### src/rtl/scan_tap_pkg.sv
`timescale 1ns/1ps
package scan_tap_pkg;

  localparam int IR_W  = 3;
  localparam int REV_W = 4;
  localparam int CFG_W = 10;
  localparam int VND_W = 6;
  localparam int MFR_W = 11;
  localparam int ID_W  = REV_W + CFG_W + VND_W + MFR_W + 1;

  typedef enum logic [3:0] {
    S_RESET, S_IDLE,
    S_DR_SEL, S_DR_CAP, S_DR_SHIFT, S_DR_EXIT1, S_DR_PAUSE, S_DR_EXIT2, S_DR_UPD,
    S_IR_SEL, S_IR_CAP, S_IR_SHIFT, S_IR_EXIT1, S_IR_PAUSE, S_IR_EXIT2, S_IR_UPD
  } tap_state_e;

  typedef enum logic [1:0] {
    OP_SAMPLE_HIZ, OP_IDCODE, OP_SAMPLE, OP_BYPASS
  } tap_op_e;

  localparam logic [IR_W-1:0] IDCODE_CODE = 3'b001;

  function automatic tap_state_e tap_next(tap_state_e s, logic m);
    tap_state_e n;
    case (s)
      S_RESET:    n = m ? S_RESET    : S_IDLE;
      S_IDLE:     n = m ? S_DR_SEL   : S_IDLE;
      S_DR_SEL:   n = m ? S_IR_SEL   : S_DR_CAP;
      S_DR_CAP:   n = m ? S_DR_EXIT1 : S_DR_SHIFT;
      S_DR_SHIFT: n = m ? S_DR_EXIT1 : S_DR_SHIFT;
      S_DR_EXIT1: n = m ? S_DR_UPD   : S_DR_PAUSE;
      S_DR_PAUSE: n = m ? S_DR_EXIT2 : S_DR_PAUSE;
      S_DR_EXIT2: n = m ? S_DR_UPD   : S_DR_SHIFT;
      S_DR_UPD:   n = m ? S_DR_SEL   : S_IDLE;
      S_IR_SEL:   n = m ? S_RESET    : S_IR_CAP;
      S_IR_CAP:   n = m ? S_IR_EXIT1 : S_IR_SHIFT;
      S_IR_SHIFT: n = m ? S_IR_EXIT1 : S_IR_SHIFT;
      S_IR_EXIT1: n = m ? S_IR_UPD   : S_IR_PAUSE;
      S_IR_PAUSE: n = m ? S_IR_EXIT2 : S_IR_PAUSE;
      S_IR_EXIT2: n = m ? S_IR_UPD   : S_IR_SHIFT;
      default:    n = m ? S_DR_SEL   : S_IDLE;
    endcase
    return n;
  endfunction

  function automatic tap_op_e op_decode(logic [IR_W-1:0] code);
    tap_op_e k;
    case (code)
      3'b000, 3'b010: k = OP_SAMPLE_HIZ;
      3'b001:         k = OP_IDCODE;
      3'b100:         k = OP_SAMPLE;
      default:        k = OP_BYPASS;
    endcase
    return k;
  endfunction

  function automatic logic is_shift(tap_state_e s);
    return (s == S_DR_SHIFT) || (s == S_IR_SHIFT);
  endfunction

  function automatic logic [ID_W-1:0] id_pack(logic [REV_W-1:0] rev, logic [CFG_W-1:0] cfg,
                                              logic [VND_W-1:0] vnd, logic [MFR_W-1:0] mfr);
    return {rev, cfg, vnd, mfr, 1'b1};
  endfunction

endpackage

### src/rtl/scan_tap_fsm.sv
`timescale 1ns/1ps
module scan_tap_fsm
  import scan_tap_pkg::*;
(
  input  logic       tck,
  input  logic       por_n,
  input  logic       tms,
  output tap_state_e state_q
);

  always_ff @(posedge tck or negedge por_n) begin
    if (!por_n) state_q <= S_RESET;
    else        state_q <= tap_next(state_q, tms);
  end

  // run length of TMS ones, saturating at five, watched by the assertions
  logic [2:0] ones_q;
  always_ff @(posedge tck or negedge por_n) begin
    if (!por_n)              ones_q <= 3'd0;
    else if (!tms)           ones_q <= 3'd0;
    else if (ones_q != 3'd5) ones_q <= ones_q + 3'd1;
  end

  a_r10_five_ones_reset: assert property (@(posedge tck) disable iff (!por_n)
    (ones_q == 3'd5) |-> (state_q == S_RESET));

  a_r2_idle_hold: assert property (@(posedge tck) disable iff (!por_n)
    (state_q == S_IDLE && !tms) |=> (state_q == S_IDLE));

  a_r2_reset_hold: assert property (@(posedge tck) disable iff (!por_n)
    (state_q == S_RESET && tms) |=> (state_q == S_RESET));

endmodule

### src/rtl/scan_tap_ir.sv
`timescale 1ns/1ps
module scan_tap_ir
  import scan_tap_pkg::*;
#(
  parameter logic [IR_W-1:0] RESET_CODE = IDCODE_CODE
) (
  input  logic            tck,
  input  logic            por_n,
  input  logic            tdi,
  input  tap_state_e      state_q,
  output logic [IR_W-1:0] ir_q,
  output logic            ir_so
);

  localparam logic [IR_W-1:0] CAP_PATTERN = {{(IR_W-2){1'b0}}, 2'b01};

  logic cap_ev, shift_ev, upd_ev, rst_ev;
  assign cap_ev   = (state_q == S_IR_CAP);
  assign shift_ev = (state_q == S_IR_SHIFT);
  assign upd_ev   = (state_q == S_IR_UPD);
  assign rst_ev   = (state_q == S_RESET);

  logic [IR_W-1:0] sr_q;
  always_ff @(posedge tck or negedge por_n) begin
    if (!por_n)        sr_q <= CAP_PATTERN;
    else if (cap_ev)   sr_q <= CAP_PATTERN;
    else if (shift_ev) sr_q <= {tdi, sr_q[IR_W-1:1]};
  end
  assign ir_so = sr_q[0];

  // the held instruction changes on the falling edge, as the standard does
  always_ff @(negedge tck or negedge por_n) begin
    if (!por_n)      ir_q <= RESET_CODE;
    else if (rst_ev) ir_q <= RESET_CODE;
    else if (upd_ev) ir_q <= sr_q;
  end

  a_r4_capture_pattern: assert property (@(posedge tck) disable iff (!por_n)
    cap_ev |=> (sr_q[1:0] == 2'b01));

  a_r5_ir_hold: assert property (@(negedge tck) disable iff (!por_n)
    (!upd_ev && !rst_ev) |=> $stable(ir_q));

  a_r2_reset_code: assert property (@(negedge tck) disable iff (!por_n)
    rst_ev |=> (ir_q == RESET_CODE));

endmodule

### src/rtl/scan_tap_dr.sv
`timescale 1ns/1ps
module scan_tap_dr
  import scan_tap_pkg::*;
#(
  parameter logic [ID_W-1:0] ID_VALUE = {{(ID_W-1){1'b0}}, 1'b1}
) (
  input  logic       tck,
  input  logic       por_n,
  input  logic       tdi,
  input  tap_state_e state_q,
  input  tap_op_e    op,
  output logic       byp_so,
  output logic       id_so
);

  logic cap_ev, shift_ev, byp_on, id_on;
  assign cap_ev   = (state_q == S_DR_CAP);
  assign shift_ev = (state_q == S_DR_SHIFT);
  assign byp_on   = (op == OP_BYPASS);
  assign id_on    = (op == OP_IDCODE);

  logic byp_q;
  always_ff @(posedge tck or negedge por_n) begin
    if (!por_n)                  byp_q <= 1'b0;
    else if (cap_ev && byp_on)   byp_q <= 1'b0;
    else if (shift_ev && byp_on) byp_q <= tdi;
  end
  assign byp_so = byp_q;

  logic [ID_W-1:0] id_q;
  always_ff @(posedge tck or negedge por_n) begin
    if (!por_n)                 id_q <= ID_VALUE;
    else if (cap_ev && id_on)   id_q <= ID_VALUE;
    else if (shift_ev && id_on) id_q <= {tdi, id_q[ID_W-1:1]};
  end
  assign id_so = id_q[0];

  a_r6_bypass_clear: assert property (@(posedge tck) disable iff (!por_n)
    (cap_ev && byp_on) |=> (byp_q == 1'b0));

  a_r7_id_load: assert property (@(posedge tck) disable iff (!por_n)
    (cap_ev && id_on) |=> (id_q == ID_VALUE && id_q[0]));

  a_r8_id_tdi_entry: assert property (@(posedge tck) disable iff (!por_n)
    (shift_ev && id_on) |=> (id_q[ID_W-1] == $past(tdi)));

endmodule

### src/rtl/scan_tap.sv
`timescale 1ns/1ps
module scan_tap
  import scan_tap_pkg::*;
#(
  parameter logic [REV_W-1:0] ID_REV = 4'h2,
  parameter logic [CFG_W-1:0] ID_CFG = 10'h14B,
  parameter logic [VND_W-1:0] ID_VND = 6'h15,
  parameter logic [MFR_W-1:0] ID_MFR = 11'h2B5
) (
  input  logic tck,
  input  logic por_n,
  input  logic tms,
  input  logic tdi,
  input  logic bsr_so,
  output logic tdo,
  output logic tdo_en,
  output logic force_hiz,
  output logic bsr_sel,
  output logic bsr_capture,
  output logic bsr_shift,
  output logic id_sel
);

  localparam logic [ID_W-1:0] ID_VALUE = id_pack(ID_REV, ID_CFG, ID_VND, ID_MFR);

  tap_state_e      state_q;
  logic [IR_W-1:0] ir_q;
  logic            ir_so, byp_so, id_so;
  tap_op_e         op;

  scan_tap_fsm u_fsm (
    .tck(tck), .por_n(por_n), .tms(tms), .state_q(state_q)
  );

  scan_tap_ir #(.RESET_CODE(IDCODE_CODE)) u_ir (
    .tck(tck), .por_n(por_n), .tdi(tdi), .state_q(state_q), .ir_q(ir_q), .ir_so(ir_so)
  );

  assign op = op_decode(ir_q);

  scan_tap_dr #(.ID_VALUE(ID_VALUE)) u_dr (
    .tck(tck), .por_n(por_n), .tdi(tdi), .state_q(state_q), .op(op),
    .byp_so(byp_so), .id_so(id_so)
  );

  assign force_hiz   = (op == OP_SAMPLE_HIZ);
  assign bsr_sel     = (op == OP_SAMPLE_HIZ) || (op == OP_SAMPLE);
  assign id_sel      = (op == OP_IDCODE);
  assign bsr_capture = bsr_sel && (state_q == S_DR_CAP);
  assign bsr_shift   = bsr_sel && (state_q == S_DR_SHIFT);

  logic tdo_d;
  always_comb begin
    if (state_q == S_IR_SHIFT) tdo_d = ir_so;
    else begin
      case (op)
        OP_IDCODE: tdo_d = id_so;
        OP_BYPASS: tdo_d = byp_so;
        default:   tdo_d = bsr_so;
      endcase
    end
  end

  always_ff @(negedge tck or negedge por_n) begin
    if (!por_n) begin
      tdo    <= 1'b0;
      tdo_en <= 1'b0;
    end else begin
      tdo    <= tdo_d;
      tdo_en <= is_shift(state_q);
    end
  end

  a_r9_enable_in_shift: assert property (@(posedge tck) disable iff (!por_n)
    tdo_en == is_shift(state_q));

  a_r3_hiz_on_bsr_path: assert property (@(posedge tck) disable iff (!por_n)
    force_hiz |-> (bsr_sel && !id_sel));

  a_r11_strobes_exclusive: assert property (@(posedge tck) disable iff (!por_n)
    $onehot0({bsr_capture, bsr_shift}));

endmodule

### config.mk
export PLATFORM = sky130hd
export DESIGN_NAME = scan_tap
export DESIGN_NICKNAME = d
export VERILOG_FILES = /design/src/rtl/scan_tap_pkg.sv /design/src/rtl/scan_tap_fsm.sv /design/src/rtl/scan_tap_ir.sv /design/src/rtl/scan_tap_dr.sv /design/src/rtl/scan_tap.sv
export SDC_FILE = /design/constraint.sdc
export NUM_CORES = 1
export LEC_CHECK = 0
export ABC_AREA = 1
export BUFFER_PORTS_ARGS = -buffer_cell sky130_fd_sc_hd__buf_2
export CORE_MARGIN = 2
export CORE_UTILIZATION = 40
export CTS_CLUSTER_DIAMETER = 40
export DETAILED_ROUTE_END_ITERATION = 7
export GPL_TIMING_DRIVEN = 0
export PLACE_DENSITY = 0.58
export SYNTH_ARGS = -nofsm -noshare
export SYNTH_HDL_FRONTEND = slang
export SYNTH_SLANG_ARGS = --single-unit
### constraint.sdc
create_clock -name tck -period 1.6 [get_ports tck]
set_clock_uncertainty 0.05 [all_clocks]
set_input_delay 0 -clock tck [delete_from_list [all_inputs] [get_ports tck]]
set_output_delay 0 -clock tck [all_outputs]
set_load 0.03 [all_outputs]
; ---- Yosys cells after proc, flatten, opt, wreduce, memory -nomap -nowiden
; Cells that the tools add are included.
[word_totals]
wordCells = 68
in_bits = 5
regBits = 45
[op_classes]
reduce_logical = 18
muxes = 24
n_eq_ne = 19
[op_table]
columns = operator, count
row1 = two-way mux 32 bit, 2
row2 = case mux 4 bit (11 select lines), 1
row3 = == test 4 bit (second input constant), 7
row4 = two-way mux 3 bit, 6
row5 = == test 4 x 3 -> 1 bit (second input constant), 4
row6 = two-way mux 4 bit, 4
row7 = == test 4 x 2 -> 1 bit (second input constant), 2
row8 = nonzero test 2 bit, 4
row9 = logical AND 1 bit, 6
row10 = two-way mux 1 bit, 6
row11 = two-way mux 2 bit, 3
row12 = case mux 2 bit (3 select lines), 1
row13 = OR reduction 2 bit, 3
row14 = == test 2 bit (second input constant), 2
row15 = logical NOT 4 bit, 1
row16 = == test 3 x 1 -> 1 bit (second input constant), 1
row17 = == test 3 x 2 -> 1 bit (second input constant), 1
row18 = == test 3 bit (second input constant), 1
row19 = logical NOT 3 bit, 1
row20 = == test 2 x 1 -> 1 bit (second input constant), 1
row21 = logical NOT 2 bit, 1
row22 = logical OR 1 bit, 2
row23 = case mux 1 bit (2 select lines), 1

; ---- Logic depth before layout (Yosys ltp)
[logic_depth]
word_depth = 7
mapped_depth = 8

; ---- Hierarchy
; From an unflattened synthesis, not the netlist that was laid out.
[hier_totals]
hier_cells = 334
hier_area_um2 = 2468.6
[modules_own_cells]
columns = mod, cells_per_inst, area_per_inst_um2, n_inst, seq_area_each_um2
row1 = scan_tap_dr, 198, 1602.8, 1, 845.8
row2 = scan_tap_fsm, 68, 390.4, 1, 100.1
row3 = scan_tap_ir, 37, 289.0, 1, 152.6
row4 = scan_tap, 31, 186.4, 1, 50.0

==> qor.txt <==
Seq/Total Area, Yosys: 50.9%
Crit Reg-Reg Endpoint: u_dr.id_q[21]
Setup crit end: u_dr.id_q[21]
DRC: 0
Hold Slack: -207 ps
netlist area before placement: 2260 sq um
fraction of the core area covered by cells at the end of the flow: 54.6%
initial core utilization: 41.2%
number of max-cap violations: 0
standby leakage power: 1.37 nW
class of the worst hold path: in2async
final setup vio count: 45
count of fill cells added during filler insertion: 489
number of primary I/O pins: 12
kind of start point of the critical path: register
Storage cell area: 1150 sq um
Post-Synthesis Net Count: 262
Net count, final: 305
core area: 5470 sq um
remaining max-slew budget at the tightest pin: 33.9%
number of synthesized flops with an enable pin: 0
proportion of layout cells with a drive suffix above 1: 50.8%
synthesized instance count: 257
CTS Buf Count: 5
number of distinct library cell variants in the gate-level netlist after synthesis: 25
commonest register cell after synthesis: dfrtp_1
number of flip-flops and latches in the synthesized netlist: 45
flop-to-flop setup slack: -570 ps
total power divided by cell area: 1930 nW/um^2
beginning of the worst register-to-register path: u_ir.ir_q[0]
beginning of the critical path: u_ir.ir_q[0]
Routability Congestion: 0.826
accumulated negative setup slack: -22370 ps
via count normalized by instance count: 4.81
Die H: 79.1 um
RSZ-0062 raised after global routing: true
PnR worst setup slack: -574 ps
minimum setup slack after placement: -625 ps
remaining global-route overflow: 0
number of warnings printed during yosys synthesis: 0
violated checks: negative hold slack, negative setup slack
clock-pin slew reported for the worst setup and hold paths after clock tree synthesis: 90 ps
Worst R2R Path Depth: 5
initial antenna violation count: 0
highest net fanout along the worst path: 10
kind of end point of the critical path: register
number of placement rows: 27
Clock Tree Root: clkbuf_8
required arrival time at the worst endpoint: 1780 ps
clock insertion delay at the later pin of the skew report: 350 ps
drt initial violations: 87
pin count of the biggest net entering global routing: 46
buffers added on ports: 11
post-cts hold buffer count: 2
HPWL after detailed placement: 3030 um
Die Wd: 79.1 um
share of synthesized flip-flops with an asynchronous set or reset: 100%
mean cell area of the mapped netlist: 8.78 sq um
Clock Sinks: 45
Syn-to-layout area delta: 32.4%
post-route ant nets: 0
max-slew violation count: 0
Final Hold Violating Endpoints: 23
average wire per cell in the routed design: 13.2 um
Least-Margin Pin Slew: 992 ps
maximum VDD drop: 0.783 mV
outcome: finished, violations left
floorplan die area: 6260 sq um
via count: 1794
worst endpoint data arrival time: 2350 ps
Clock Path Buffers: 2
Worst Path Class, Setup: reg2reg
diodes inserted: 0
Clock H-tree levels: 2
number of detailed-routing iterations run before antenna repair: 5
number of global-route vias before repair: 1737
TritonCTS clock tree: done
routed wire length: 4910 um
footprint of the multi-input gates: 1120 sq um
first-pass GRT wire length: 8380 um
global-route total usage across every layer: 17.2%
post-layout power: 5.76 mW
through the flow:
stage | cells | instance area (sq um)
floorplan | 257 | 2370
global placement | 340 | 2510
detailed placement | 340 | 2510
CTS | 368 | 2890
global route | 373 | 2990
finish | 373 | 2990
worst max-delay path: stages (launching register included):
cell and delay [ps]:
dfstp_2 570, nand3_4 130, inv_8 110, nand2_8 90, buf_8 170, o21ai_2 130
registers in the layout (all words and copies together), names as in the netlist:
| name | cells |
|---|---|
| u_dr.id_q | 32 |
| u_fsm.state_q | 4 |
| u_ir.ir_q | 3 |
| u_ir.sr_q | 3 |
| tdo | 1 |
| tdo_en | 1 |
| u_dr.byp_so | 1 |
placed cells by master, fill, tap and decap left out, types with 2 or more instances in the layout:
cell type,count
a21oi_1,6
buf_12,4
buf_2,4
buf_4,20
buf_6,11
buf_8,2
clkbuf_1,2
clkbuf_8,5
dfrtn_1,4
dfrtp_1,20
dfrtp_2,3
dfstp_2,18
dlygate4sd3_1,2
inv_1,13
inv_2,5
nand2_1,55
nand2_2,19
nand2_4,12
nand3_1,8
nand4_1,2
nor2_1,23
nor2_2,7
nor2_4,5
o21ai_0,3
o21ai_1,4
o21ai_2,30
o22ai_1,3
layout make-up:
type / count / share of cell area, %
plain buffers: 9 / 4.40
clock inverters: 2 / 0.377
flip-flops and latches: 45 / 38.6
inverters: 20 / 3.01
multi-input cells: 183 / 37.5
well taps: 72 / 3.01
repair buffers: 35 / 10.6
clock buffers: 7 / 2.55
report_power, final:
part | internal [mW] | switching (mW) | leakage, nW
Clock | 0.313 | 0.398 | 0.0438
Sequential | 1.66 | 0.297 | 0.539
Combinational | 1.36 | 1.73 | 0.784
Total | 3.33 | 2.42 | 1.37
what timing repair did:
action	in CTS	in global routing
hold endpoints to repair	28	23
setup buffers	18	4
endpoints found under the setup margin	45	46
gates resized for setup	38	12
pin swaps	10	4
cloned	0	2
cells by family (layout without fill, tap and decap cells):
group                  count (synthesis)  after routing  share of synthesized area [%]
AO/OA/AOI/OAI                         48             48                           15.6
flip-flops                            45             45                           50.9
AND/OR/NAND/NOR                      134            135                           25.5
buffers and inverters                 30             73                           8.04
cells in the mapped netlist, types with 3 or more instances:
cell      n  area share [%]
nand2_1  81              13
nor2_1   33             5.5
o21ai_2  28              11
dfrtp_1  23              25
dfstp_2  18              21
inv_1    18             3.0
nand3_1   9             2.0
a21oi_1   7             1.6
buf_6     7             3.5
o21ai_0   5             1.1
dfrtn_1   4             4.4
o21ai_1   4            0.89
o22ai_1   3            0.83
how the worst min path moves through the flow:
stage	startpoint	end	slack, ps	depth (start not counted)
floorplan	por_n	u_dr.byp_so	-350	0
global placement	por_n	u_ir.sr_q[1]	190	1
detailed placement	por_n	u_ir.sr_q[1]	180	1
CTS	por_n	u_ir.sr_q[1]	-150	1
global route	por_n	u_ir.sr_q[1]	-110	1
finish	por_n	u_ir.sr_q[1]	-210	1
layer usage:
metal / GRT usage (%) / up-vias / wire, um
met5: 0 / - / 0
met1: 24.7 / 853 / 2480
li1: - / 909 / -
met4: 5.69 / 0 / 69
met3: 3.41 / 6 / 149
met2: 26.0 / 26 / 2210
Power figures use the tool's default switching activity.
